--- src/rtl/sqb_pkg.sv ---
package sqb_pkg;

    // Memory port sequencer states
    typedef enum logic [1:0] {
        PORT_IDLE  = 2'd0,
        PORT_READ  = 2'd1,
        PORT_WRITE = 2'd2
    } port_state_e;

    // Ring index advance that works for any depth, power of two or not
    function automatic int unsigned ring_add(int unsigned base, int unsigned off,
                                             int unsigned depth);
        int unsigned s;
        s = base + off;
        return (s >= depth) ? s - depth : s;
    endfunction

endpackage

--- src/rtl/sqb_queue.sv ---
module sqb_queue
    import sqb_pkg::*;
#(
    parameter int ADDR_W = 16,
    parameter int DATA_W = 32,
    parameter int DEPTH  = 4,
    localparam int PW    = (DEPTH > 1) ? $clog2(DEPTH) : 1,
    localparam int CW    = $clog2(DEPTH + 1)
) (
    input  logic              clk,
    input  logic              rst,
    input  logic              push,
    input  logic [ADDR_W-1:0] push_addr,
    input  logic [DATA_W-1:0] push_data,
    input  logic              pop,
    output logic [ADDR_W-1:0] slot_addr [DEPTH],
    output logic [DATA_W-1:0] slot_data [DEPTH],
    output logic [DEPTH-1:0]  slot_vld,
    output logic [PW-1:0]     head,
    output logic [CW-1:0]     count,
    output logic              full,
    output logic              empty
);

    typedef struct packed {
        logic [ADDR_W-1:0] addr;
        logic [DATA_W-1:0] data;
    } slot_t;

    slot_t            mem_q [DEPTH];
    logic [PW-1:0]    tail;

    always_ff @(posedge clk) begin
        if (rst) begin
            head     <= '0;
            tail     <= '0;
            count    <= '0;
            slot_vld <= '0;
        end else begin
            if (push) begin
                mem_q[tail]    <= '{addr: push_addr, data: push_data};
                slot_vld[tail] <= 1'b1;
                tail           <= PW'(ring_add(int'(tail), 1, DEPTH));
            end
            if (pop) begin
                slot_vld[head] <= 1'b0;
                head           <= PW'(ring_add(int'(head), 1, DEPTH));
            end
            count <= count + CW'(push) - CW'(pop);
        end
    end

    for (genvar g = 0; g < DEPTH; g++) begin : g_slot
        assign slot_addr[g] = mem_q[g].addr;
        assign slot_data[g] = mem_q[g].data;
    end

    assign full  = (count == CW'(DEPTH));
    assign empty = (count == '0);

    // occupancy never exceeds the number of slots
    a_r2_no_overflow: assert property (@(posedge clk) disable iff (rst)
        count <= CW'(DEPTH));

    // nothing is drained from an empty queue
    a_r3_no_underflow: assert property (@(posedge clk) disable iff (rst)
        pop |-> !empty);

endmodule

--- src/rtl/sqb_match.sv ---
module sqb_match
    import sqb_pkg::*;
#(
    parameter int ADDR_W = 16,
    parameter int DATA_W = 32,
    parameter int DEPTH  = 4,
    localparam int PW    = (DEPTH > 1) ? $clog2(DEPTH) : 1
) (
    input  logic [ADDR_W-1:0] look_addr,
    input  logic [ADDR_W-1:0] slot_addr [DEPTH],
    input  logic [DATA_W-1:0] slot_data [DEPTH],
    input  logic [DEPTH-1:0]  slot_vld,
    input  logic [PW-1:0]     head,
    output logic              hit,
    output logic [DATA_W-1:0] hit_data
);

    // Walk slots from oldest to youngest; a later match overrides an
    // earlier one, so the youngest matching store wins.
    always_comb begin
        hit      = 1'b0;
        hit_data = '0;
        for (int age = 0; age < DEPTH; age++) begin
            logic [PW-1:0] s;
            s = PW'(ring_add(int'(head), age, DEPTH));
            if (slot_vld[s] && (slot_addr[s] == look_addr)) begin
                hit      = 1'b1;
                hit_data = slot_data[s];
            end
        end
    end

endmodule

--- src/rtl/sqb_port_ctrl.sv ---
module sqb_port_ctrl
    import sqb_pkg::*;
#(
    parameter int ADDR_W     = 16,
    parameter int DATA_W     = 32,
    parameter bit WAIT_EMPTY = 1'b0
) (
    input  logic              clk,
    input  logic              rst,
    input  logic              rd_valid,
    input  logic [ADDR_W-1:0] rd_addr,
    input  logic              hit,
    input  logic [DATA_W-1:0] hit_data,
    input  logic              q_empty,
    input  logic [ADDR_W-1:0] head_addr,
    input  logic [DATA_W-1:0] head_data,
    input  logic              mem_ack,
    input  logic [DATA_W-1:0] mem_rdata,
    output logic              mem_req,
    output logic              mem_we,
    output logic [ADDR_W-1:0] mem_addr,
    output logic [DATA_W-1:0] mem_wdata,
    output logic              pop,
    output logic              rd_done,
    output logic [DATA_W-1:0] rd_data,
    output logic              rd_fwd
);

    typedef struct packed {
        logic [ADDR_W-1:0] addr;
        logic [DATA_W-1:0] wdata;
    } xact_t;

    port_state_e state;
    xact_t       xq;
    logic        rd_take;
    logic        use_fwd;
    logic        rd_may_go;

    // A read is not taken again in the cycle its result is presented
    assign rd_take   = rd_valid && !rd_done;
    assign use_fwd   = !WAIT_EMPTY && hit;
    assign rd_may_go = !WAIT_EMPTY || q_empty;

    always_ff @(posedge clk) begin
        if (rst) begin
            state   <= PORT_IDLE;
            xq      <= '0;
            rd_done <= 1'b0;
            rd_fwd  <= 1'b0;
            rd_data <= '0;
        end else begin
            rd_done <= 1'b0;
            rd_fwd  <= 1'b0;
            unique case (state)
                PORT_IDLE: begin
                    if (rd_take && use_fwd) begin
                        rd_done <= 1'b1;
                        rd_fwd  <= 1'b1;
                        rd_data <= hit_data;
                    end else if (rd_take && rd_may_go) begin
                        state   <= PORT_READ;
                        xq.addr <= rd_addr;
                    end else if (!q_empty) begin
                        state    <= PORT_WRITE;
                        xq.addr  <= head_addr;
                        xq.wdata <= head_data;
                    end
                end
                PORT_READ: begin
                    if (mem_ack) begin
                        state   <= PORT_IDLE;
                        rd_done <= 1'b1;
                        rd_data <= mem_rdata;
                    end
                end
                PORT_WRITE: begin
                    if (mem_ack) begin
                        state <= PORT_IDLE;
                    end
                end
                default: state <= PORT_IDLE;
            endcase
        end
    end

    assign mem_req   = (state != PORT_IDLE);
    assign mem_we    = (state == PORT_WRITE);
    assign mem_addr  = xq.addr;
    assign mem_wdata = xq.wdata;
    assign pop       = (state == PORT_WRITE) && mem_ack;

    // a request stays put until it is acknowledged
    a_r9_req_stable: assert property (@(posedge clk) disable iff (rst)
        (mem_req && !mem_ack) |=> (mem_req && $stable(mem_we)
                                   && $stable(mem_addr) && $stable(mem_wdata)));

    // a forwarded read finishes next cycle without touching memory
    a_r4_fwd_no_mem: assert property (@(posedge clk) disable iff (rst)
        (!WAIT_EMPTY && state == PORT_IDLE && rd_take && hit)
        |=> (rd_done && rd_fwd && !mem_req));

    // a non-matching read wins the idle port over queued stores
    a_r6_read_first: assert property (@(posedge clk) disable iff (rst)
        (!WAIT_EMPTY && state == PORT_IDLE && rd_take && !hit)
        |=> (mem_req && !mem_we && mem_addr == $past(rd_addr)));

    // completion is a single-cycle pulse
    a_r8_done_pulse: assert property (@(posedge clk) disable iff (rst)
        rd_done |=> !rd_done);

endmodule

--- src/rtl/store_queue_bypass.sv ---
module store_queue_bypass
    import sqb_pkg::*;
#(
    parameter int ADDR_W     = 16,
    parameter int DATA_W     = 32,
    parameter int DEPTH      = 4,
    parameter bit WAIT_EMPTY = 1'b0,
    localparam int PW        = (DEPTH > 1) ? $clog2(DEPTH) : 1,
    localparam int CW        = $clog2(DEPTH + 1)
) (
    input  logic              clk,
    input  logic              rst,
    input  logic              st_valid,
    input  logic [ADDR_W-1:0] st_addr,
    input  logic [DATA_W-1:0] st_data,
    output logic              st_ready,
    input  logic              rd_valid,
    input  logic [ADDR_W-1:0] rd_addr,
    output logic              rd_done,
    output logic [DATA_W-1:0] rd_data,
    output logic              rd_fwd,
    output logic              mem_req,
    output logic              mem_we,
    output logic [ADDR_W-1:0] mem_addr,
    output logic [DATA_W-1:0] mem_wdata,
    input  logic              mem_ack,
    input  logic [DATA_W-1:0] mem_rdata
);

    logic [ADDR_W-1:0] slot_addr [DEPTH];
    logic [DATA_W-1:0] slot_data [DEPTH];
    logic [DEPTH-1:0]  slot_vld;
    logic [PW-1:0]     head;
    logic [CW-1:0]     count;
    logic              full, empty, push, pop, hit;
    logic [DATA_W-1:0] hit_data;

    assign st_ready = !full;
    assign push     = st_valid && !full;

    sqb_queue #(.ADDR_W(ADDR_W), .DATA_W(DATA_W), .DEPTH(DEPTH)) u_queue (
        .clk, .rst, .push, .push_addr(st_addr), .push_data(st_data), .pop,
        .slot_addr, .slot_data, .slot_vld, .head, .count, .full, .empty
    );

    sqb_match #(.ADDR_W(ADDR_W), .DATA_W(DATA_W), .DEPTH(DEPTH)) u_match (
        .look_addr(rd_addr), .slot_addr, .slot_data, .slot_vld, .head,
        .hit, .hit_data
    );

    sqb_port_ctrl #(.ADDR_W(ADDR_W), .DATA_W(DATA_W), .WAIT_EMPTY(WAIT_EMPTY)) u_ctrl (
        .clk, .rst, .rd_valid, .rd_addr, .hit, .hit_data, .q_empty(empty),
        .head_addr(slot_addr[head]), .head_data(slot_data[head]),
        .mem_ack, .mem_rdata, .mem_req, .mem_we, .mem_addr, .mem_wdata,
        .pop, .rd_done, .rd_data, .rd_fwd
    );

    // a refused store leaves occupancy unable to grow
    a_r2_stall_holds: assert property (@(posedge clk) disable iff (rst)
        (st_valid && !st_ready) |=> (count <= $past(count)));

    // in ordered mode a memory read only runs with an empty queue
    a_r7_read_when_empty: assert property (@(posedge clk) disable iff (rst)
        (WAIT_EMPTY && mem_req && !mem_we) |-> empty);

    // a slot is freed only by a write acknowledge
    a_r3_free_on_ack: assert property (@(posedge clk) disable iff (rst)
        (count < $past(count)) |-> $past(mem_ack && mem_we));

endmodule

--- config.mk ---
export PLATFORM = sky130hd
export DESIGN_NAME = store_queue_bypass
export DESIGN_NICKNAME = d
export VERILOG_FILES = /design/src/rtl/sqb_pkg.sv /design/src/rtl/sqb_queue.sv /design/src/rtl/sqb_match.sv /design/src/rtl/sqb_port_ctrl.sv /design/src/rtl/store_queue_bypass.sv
export SDC_FILE = /design/constraint.sdc
export NUM_CORES = 1
export LEC_CHECK = 0
export BUFFER_PORTS_ARGS = -buffer_cell sky130_fd_sc_hd__buf_4
export CAP_MARGIN = 10
export CORE_UTILIZATION = 45
export DETAILED_ROUTE_END_ITERATION = 12
export GPL_ROUTABILITY_DRIVEN = 0
export GPL_TIMING_DRIVEN = 0
export PLACE_DENSITY = 0.64
export SLEW_MARGIN = 20
export SYNTH_ARGS = -nofsm -noshare
export SYNTH_HDL_FRONTEND = slang
export SYNTH_SLANG_ARGS = --single-unit
--- constraint.sdc ---
create_clock -name clk -period 5.1 [get_ports clk]
set_clock_uncertainty 0.15 [all_clocks]
set_input_delay 0.51 -clock clk [delete_from_list [all_inputs] [get_ports clk]]
set_output_delay 0.51 -clock clk [all_outputs]
set_load 0.005 [all_outputs]
## Word level (Yosys, flattened, before mapping)

Memories as Yosys holds them, arrays and structs flattened.
Cells that the tools add are included.

| word-level totals | value |
|---|---|
| flip-flop bits (word level) | 95 |
| memory bits (writable) | 192 |
| input bits | 101 |
| word-level logic and storage cells | 161 |
| memories kept | 1 |

| operators by class | value |
|---|---|
| $add $sub $neg | 11 |
| order comparisons | 18 |
| eq/ne operators | 13 |
| multiplexer cells | 74 |
| bitwise gates (word level) | 12 |
| reductions and logical operators | 22 |

Memories:

| memory | depth | bits a word | read ports | clocked after memory_dff | wr ports | RTL line | source |
|---|---|---|---|---|---|---|---|
| u_queue.mem_q | 4 | 48 | 4 | 0 | 1 | sqb_queue.sv:30 | `slot_t mem_q [DEPTH];` |

Operators by type and width:

| operator | number |
|---|---|
| $mux 32 | 16 |
| $bmux 32 s2 | 5 |
| $mux 16 | 11 |
| $bmux 16 s2 | 5 |
| $eq 16x16->1 | 4 |
| $pmux 32 s2 | 1 |
| $mux 48 | 1 |
| $ge 3x3->1 const B | 9 |
| $lt 2x3->1 const B | 6 |
| $mux 2 | 9 |
| $mux 1 | 15 |
| $not 2->3 | 5 |
| $mux 4 | 3 |
| $logic_and 1x1->1 | 10 |
| $sub 2x1->2 const B | 5 |
| $reduce_and 3->1 | 3 |
| $bmux 1 s2 | 4 |
| $add 2x1->3 const B | 2 |
| $add 2x2->3 const B | 2 |
| $ne 2x2->1 const B | 3 |
| $and 4x4->4 | 1 |
| $demux 1 s2 | 2 |
| $ge 2x1->1 const B | 2 |
| $ne 2x1->1 const B | 2 |
| other kinds (18) | 24 |

## Depth between registers and ports, before layout

| depth | value |
|---|---|
| word-level depth | 15 |
| mapped depth | 19 |
| mapped depth without buffers | 11 |

## Modules after synthesis

Synthesis repeated with hierarchy kept, for this count alone.

| second synthesis, totals | value |
|---|---|
| cells, all modules | 1543 |
| area, all modules | 17687.0 um^2 |

Modules (own cells, without submodules):

| module | times used | cells an instance | area an instance (um^2) |
|---|---|---|---|
| sqb_queue | 1 | 252 | 6358.6 |
| sqb_match | 1 | 797 | 6303.5 |
| sqb_port_ctrl | 1 | 434 | 3862.5 |
| store_queue_bypass | 1 | 60 | 1162.4 |

## Worst setup path before layout

Ideal clock, no wire load.

| timing | value |
|---|---|
| path type | register to register |
| start | register u_queue.head[1] |
| end | register u_ctrl.rd_data[0] |
| library setup time | 152 ps |
| data arrival time | 4377 ps |
| data required time | 4798 ps |
| setup slack | 421 ps |
| stages on the path, launching flop included | 18 |
| path buffers | 8 |
| cells stage by stage | dfxtp_1 buf_2 buf_2 buf_1 clkbuf_1 inv_1 ha_1 buf_6 buf_6 mux4_1 xnor2_1 nand4_1 or4_1 buf_6 buf_12 mux2_4 a21oi_2 a221oi_2 |

| between the ends | value |
|---|---|
| word-level cells in the longest chain between the ends | 15 |
| elaborated cells between the ends (all ways) | 72 |

Ends and longest elaborated chain:

| what | RTL line | source |
|---|---|---|
| start, declared | sqb_queue.sv:19 | `output logic [PW-1:0] head,` |
| start signal, assigned | sqb_queue.sv:47 | `head <= PW'(ring_add(int'(head), 1, DEPTH));` |
| $add 2x1->3, or another cell as far along | sqb_pkg.sv:14 | `s = base + off;` |
| $ge 3x3->1, or another cell as far along | sqb_pkg.sv:15 | `return (s >= depth) ? s - depth : s;` |
| $mux 2 / $not 2->3 (equally long branches) | sqb_pkg.sv:15, sqb_match.sv:26, sqb_match.sv:28 |  |
| $not 2->3 (not written as such) / $bmux 16 s2 (equally long branches) | sqb_match.sv:26, sqb_match.sv:28 |  |
| $bmux 16 s2 / $mux 16 (equally long branches) | sqb_match.sv:26 | `if (slot_vld[s] && (slot_addr[s] == look_addr)) begin` |
| $mux 16 (not written as such) | sqb_match.sv:26 |  |
| $mux 16 (not written as such) / $eq 16x16->1 (equally long branches) | sqb_match.sv:26 |  |
| $eq 16x16->1 / $logic_and 1x1->1 (equally long branches) | sqb_match.sv:26 |  |
| $logic_and 1x1->1 / $mux 1 (equally long branches) | sqb_match.sv:26 |  |
| $mux 1 (3 in a row) | sqb_match.sv:26 |  |
| $logic_and 1x1->1 | sqb_port_ctrl.sv:57 | `if (rd_take && use_fwd) begin` |
| $ne 2x1->1 (no line) | - |  |
| $reduce_and 3->1 (no line) | - |  |
| end signal, assigned | sqb_port_ctrl.sv:60 | `rd_data <= hit_data;` |
| end signal, assigned | sqb_port_ctrl.sv:74 | `rd_data <= mem_rdata;` |
| end, declared | sqb_port_ctrl.sv:25 | `output logic [DATA_W-1:0] rd_data,` |

Several ways; a longest one is shown, not always the timed one. The select of a mux whose other input is x is not followed.
A chain may end at the register's enable or synchronous reset.

## Worst setup path in the final report

| timing | value |
|---|---|
| start | register u_queue.head[1] |
| end | register u_ctrl.rd_data[7] |

The elaborated chain is that of the path after synthesis.

==> flow_metrics.py <==
metrics = {
    "run_status": {
        "outcome": "finished clean",
    },
    "drt": {
        "drt_iter0_drc": 1095,
        "drc_errors": 0,
        "dr.pass1.iters": 5,
        "antenna_left": 0,
        "vias": 12800,
        "routed_via_density": 6.22,
        "routed_wl_mm": 53.5,
        "wl_per_cell_um": 26.0,
    },
    "setup_path": {
        "crit_type": "flop to flop",
        "worstSetupStartpointType": "flop",
        "end_kind": "flop",
        "crit_fanout": 19,
        "crit_required_ns": 5.33,
        "arrival_ns": 5.08,
    },
    "yosys": {
        "synth_top_family_by_area": "multiplexers",
        "seq_area_frac_synth_pct": 43.5,
        "synth_seq_cells": 287,
        "synth_compound_area_share_pct": 11.0,
        "syn-num-nets": 1394,
        "synth_flop_cell": "edfxtp_1",
        "synth_edf_count": 192,
        "async_flop_share_pct": 0,
        "synthesis.area_mm2": 0.0176,
        "synth.avg_cell_area_um2": 13.8,
        "syn_inst": 1279,
        "yosys.area_share.simple_pct": 8.71,
        "yosys_warnings": 0,
        "synth_xor_area_share_pct": 3.53,
        "synthMuxAreaShare_pct": 27.8,
        "yosys.cell_types.count": 58,
        "synth_fa_ha_area_share_pct": 1.04,
    },
    "clocking": {
        "clock_path_buffers": 3,
        "root_buffer": "clkbuf_16",
        "h-tree-depth": 2,
        "cts_tree": "yes",
        "clock_latency_ns": 0.55,
        "cts_buffers": 34,
        "clkSinkCount": 287,
        "clk_pin_slew_ns": 0.06,
    },
    "hold_path": {
        "hold_path.class": "input port to flop",
    },
    "timing": {
        "rsz0062_at_grt": "no",
        "setup_viol": 0,
        "fin_crit_ns": 4.85,
        "hold_viol_final": 0,
        "maxSlewHeadroom_pct": 29.6,
        "fin_crit_sh_pct": 95.2,
        "worst_pin_slew_ns": 1.06,
        "max_freq_mhz": 206,
        "finalMaxSlewViolations": 0,
        "fin_tns_setup_ns": 0,
    },
    "grt": {
        "grt_overflow": 0,
        "grt_start_max_net_pins": 41,
        "grt_pass1_vias": 13000,
        "antenna_found_initial": 5,
        "grt_util_all_layers_pct": 27.3,
        "grt_first_pass_wirelength_mm": 79.7,
    },
    "floorplan": {
        "die_h_um": 200,
        "rows": 72,
        "start_util_pct": 45.6,
        "top_level_ports": 186,
        "core_mm2": 0.0386,
        "chipWidth_um": 200,
        "fp.dieArea_mm2": 0.0400,
    },
    "place": {
        "port_buffers": 168,
        "dpl.hpwl_mm": 37.8,
        "dpl.cell_count": 1969,
        "place_area_mm2": 0.0197,
    },
    "final_layout": {
        "syn_to_final_growth_pct": 19.5,
        "drive_gt1_share_pct": 37.7,
        "final_common_cell": "edfxtp_1",
        "fin_cells": 2061,
        "final_cell_mix": "edfxtp_1 (192), mux4_2 (176), buf_4 (172), dfxtp_1 (94), nand2_1 (79)",
        "nets": 1629,
        "stdcell_area_mm2": 0.0211,
    },
    "pwr": {
        "power.total_w": 0.00697,
        "p_per_area_mw_per_mm2": 331,
        "p_clk_share_pct": 33.5,
        "static-leakage-power_nw": 7.02,
        "worst_ir_drop_vdd_mv": 0.191,
        "p_switching_w": 0.00215,
        "sw_frac_of_total_pct": 30.8,
        "internal_power_w": 0.00482,
        "combPwrFrac_pct": 25.3,
        "seq_power_share_pct": 41.2,
    },
    "job": {
        "drv_cap": 0,
    },
}
==> worst paths after layout <==
check / cells after the start / slack [ns] / start / endpoint
min: 1 / 0.02 / st_data[18] / u_queue.mem_q[2][18]
max: 16 / 0.25 / u_queue.head[1] / u_ctrl.rd_data[7]
max reg2reg: 16 / 0.25 / u_queue.head[1] / u_ctrl.rd_data[7]
min reg2reg: 2 / 0.31 / u_ctrl.mem_wdata[16] / u_ctrl.mem_wdata[16]
==> power by group through the flow <==
| stage | Clock [W] | Combinational, W | Sequential [W] |
|---|---|---|---|
| final | 0.00233 | 0.00176 | 0.00287 |
| after global routing | 0.00245 | 0.00190 | 0.00289 |
| after floorplan | 0 | 0.00108 | 0.00288 |
| after detailed placement | 0 | 0.00173 | 0.00291 |
| after CTS | 0.00237 | 0.00176 | 0.00287 |
| after global placement | 0 | 0.00170 | 0.00291 |
==> cell families (layout without fill, tap and decap cells) <==
logic type / after synthesis / in the layout
XOR/XNOR: 71 / 71
other: 0 / 3
multiplexers: 237 / 237
AND/OR/NAND/NOR: 289 / 289
AO/OA/AOI/OAI: 239 / 239
buffers and inverters: 142 / 403
flip-flops: 287 / 287
adder cells (fa/ha/maj): 14 / 14
==> sequential cells by signal (all words and copies together), names as in the netlist <==
signal,flops
u_queue.slot_vld,4
u_ctrl.rd_done,1
u_queue.count,3
u_queue.head,2
u_ctrl.state,2
u_queue.tail,2
u_ctrl.mem_wdata,32
u_ctrl.rd_fwd,1
u_ctrl.mem_addr,16
u_ctrl.rd_data,32
u_queue.mem_q,192
==> timing repair <==
action                                  in CTS  in global routing
gates resized for setup                     19                  6
hold endpoints to repair                   101                  0
hold buffers                                27                  0
pin swaps                                    1                  0
endpoints found under the setup margin      52                 42
buffers inserted                             1                  0
==> worst max-delay path, stage by stage (launching register included) <==
cell and delay [ns]:
dfxtp_4 0.44, buf_4 0.25, buf_6 0.27, clkbuf_4 0.31
inv_1 0.09, ha_1 0.30, buf_6 0.14, buf_6 0.18
mux4_2 0.35, xnor2_1 0.26, nand4_1 0.22, or4_4 0.57
nor2_4 0.26, o41ai_4 0.14, o21ai_2 0.23, buf_2 0.39
a221oi_2 0.11
==> layout make-up <==
type	instances	area [um2]
Clock buffer	42	901
Buffer	130	751
Multi-Input combinational cell	850	9260
Clock inverter	20	160
Antenna cell	3	7.51
Fill cell	3179	17600
Tap cell	518	648
Inverter	11	41.3
Timing Repair Buffer	200	1640
Sequential cell	287	7670
==> synth_stat cells, types with 3 or more instances <==
| cell type | n | area [um2] |
|---|---|---|
| nor2_1 | 49 | 184 |
| nand2b_1 | 35 | 219 |
| and2_1 | 6 | 37.5 |
| a21oi_1 | 60 | 300 |
| mux2i_1 | 15 | 150 |
| nor2b_1 | 39 | 244 |
| a32oi_1 | 32 | 280 |
| buf_6 | 9 | 101 |
| buf_1 | 12 | 45.0 |
| mux2_2 | 5 | 56.3 |
| a211oi_2 | 10 | 125 |
| mux4_2 | 176 | 3960 |
| nor4_2 | 4 | 50.1 |
| a221oi_2 | 30 | 450 |
| and3_1 | 33 | 206 |
| o21ai_0 | 30 | 150 |
| a211oi_1 | 12 | 90.1 |
| nand2_1 | 79 | 297 |
| inv_1 | 11 | 41.3 |
| buf_12 | 8 | 160 |
| mux4_1 | 11 | 289 |
| ha_1 | 13 | 163 |
| nand4_1 | 24 | 150 |
| clkbuf_1 | 75 | 282 |
| nand3_1 | 6 | 30.0 |
| mux2_4 | 30 | 450 |
| buf_2 | 25 | 125 |
| a21oi_2 | 31 | 272 |
| o22ai_1 | 17 | 106 |
| dfxtp_1 | 95 | 1900 |
| o32ai_1 | 3 | 26.3 |
| edfxtp_1 | 192 | 5770 |
| xnor2_1 | 70 | 613 |
==> metal layers <==
layer / wire, um / up-vias / part of all wire [%] / global-route usage (%)
li1: - / 5594 / - / -
met5: 33 / - / 0.062 / 0
met2: 26200 / 615 / 49 / 45.6
met3: 4160 / 128 / 7.8 / 5.85
met4: 1980 / 4 / 3.7 / 12.1
met1: 21100 / 6482 / 39 / 34.1
==> stage by stage <==
stage | hold WS, ns | utilization (%) | worst slack [ns]
after CTS | 0.000108 | 54.5 | 0.0693
after global placement | 0.298 | 50.6 | -1.46
after global routing | 0.00871 | 54.5 | 0.0463
after detailed placement | 0.297 | 50.9 | -1.36
after floorplan | 0.303 | - | 0.421
final | 0.0201 | 54.5 | 0.246
Power figures use the tool's default switching activity.
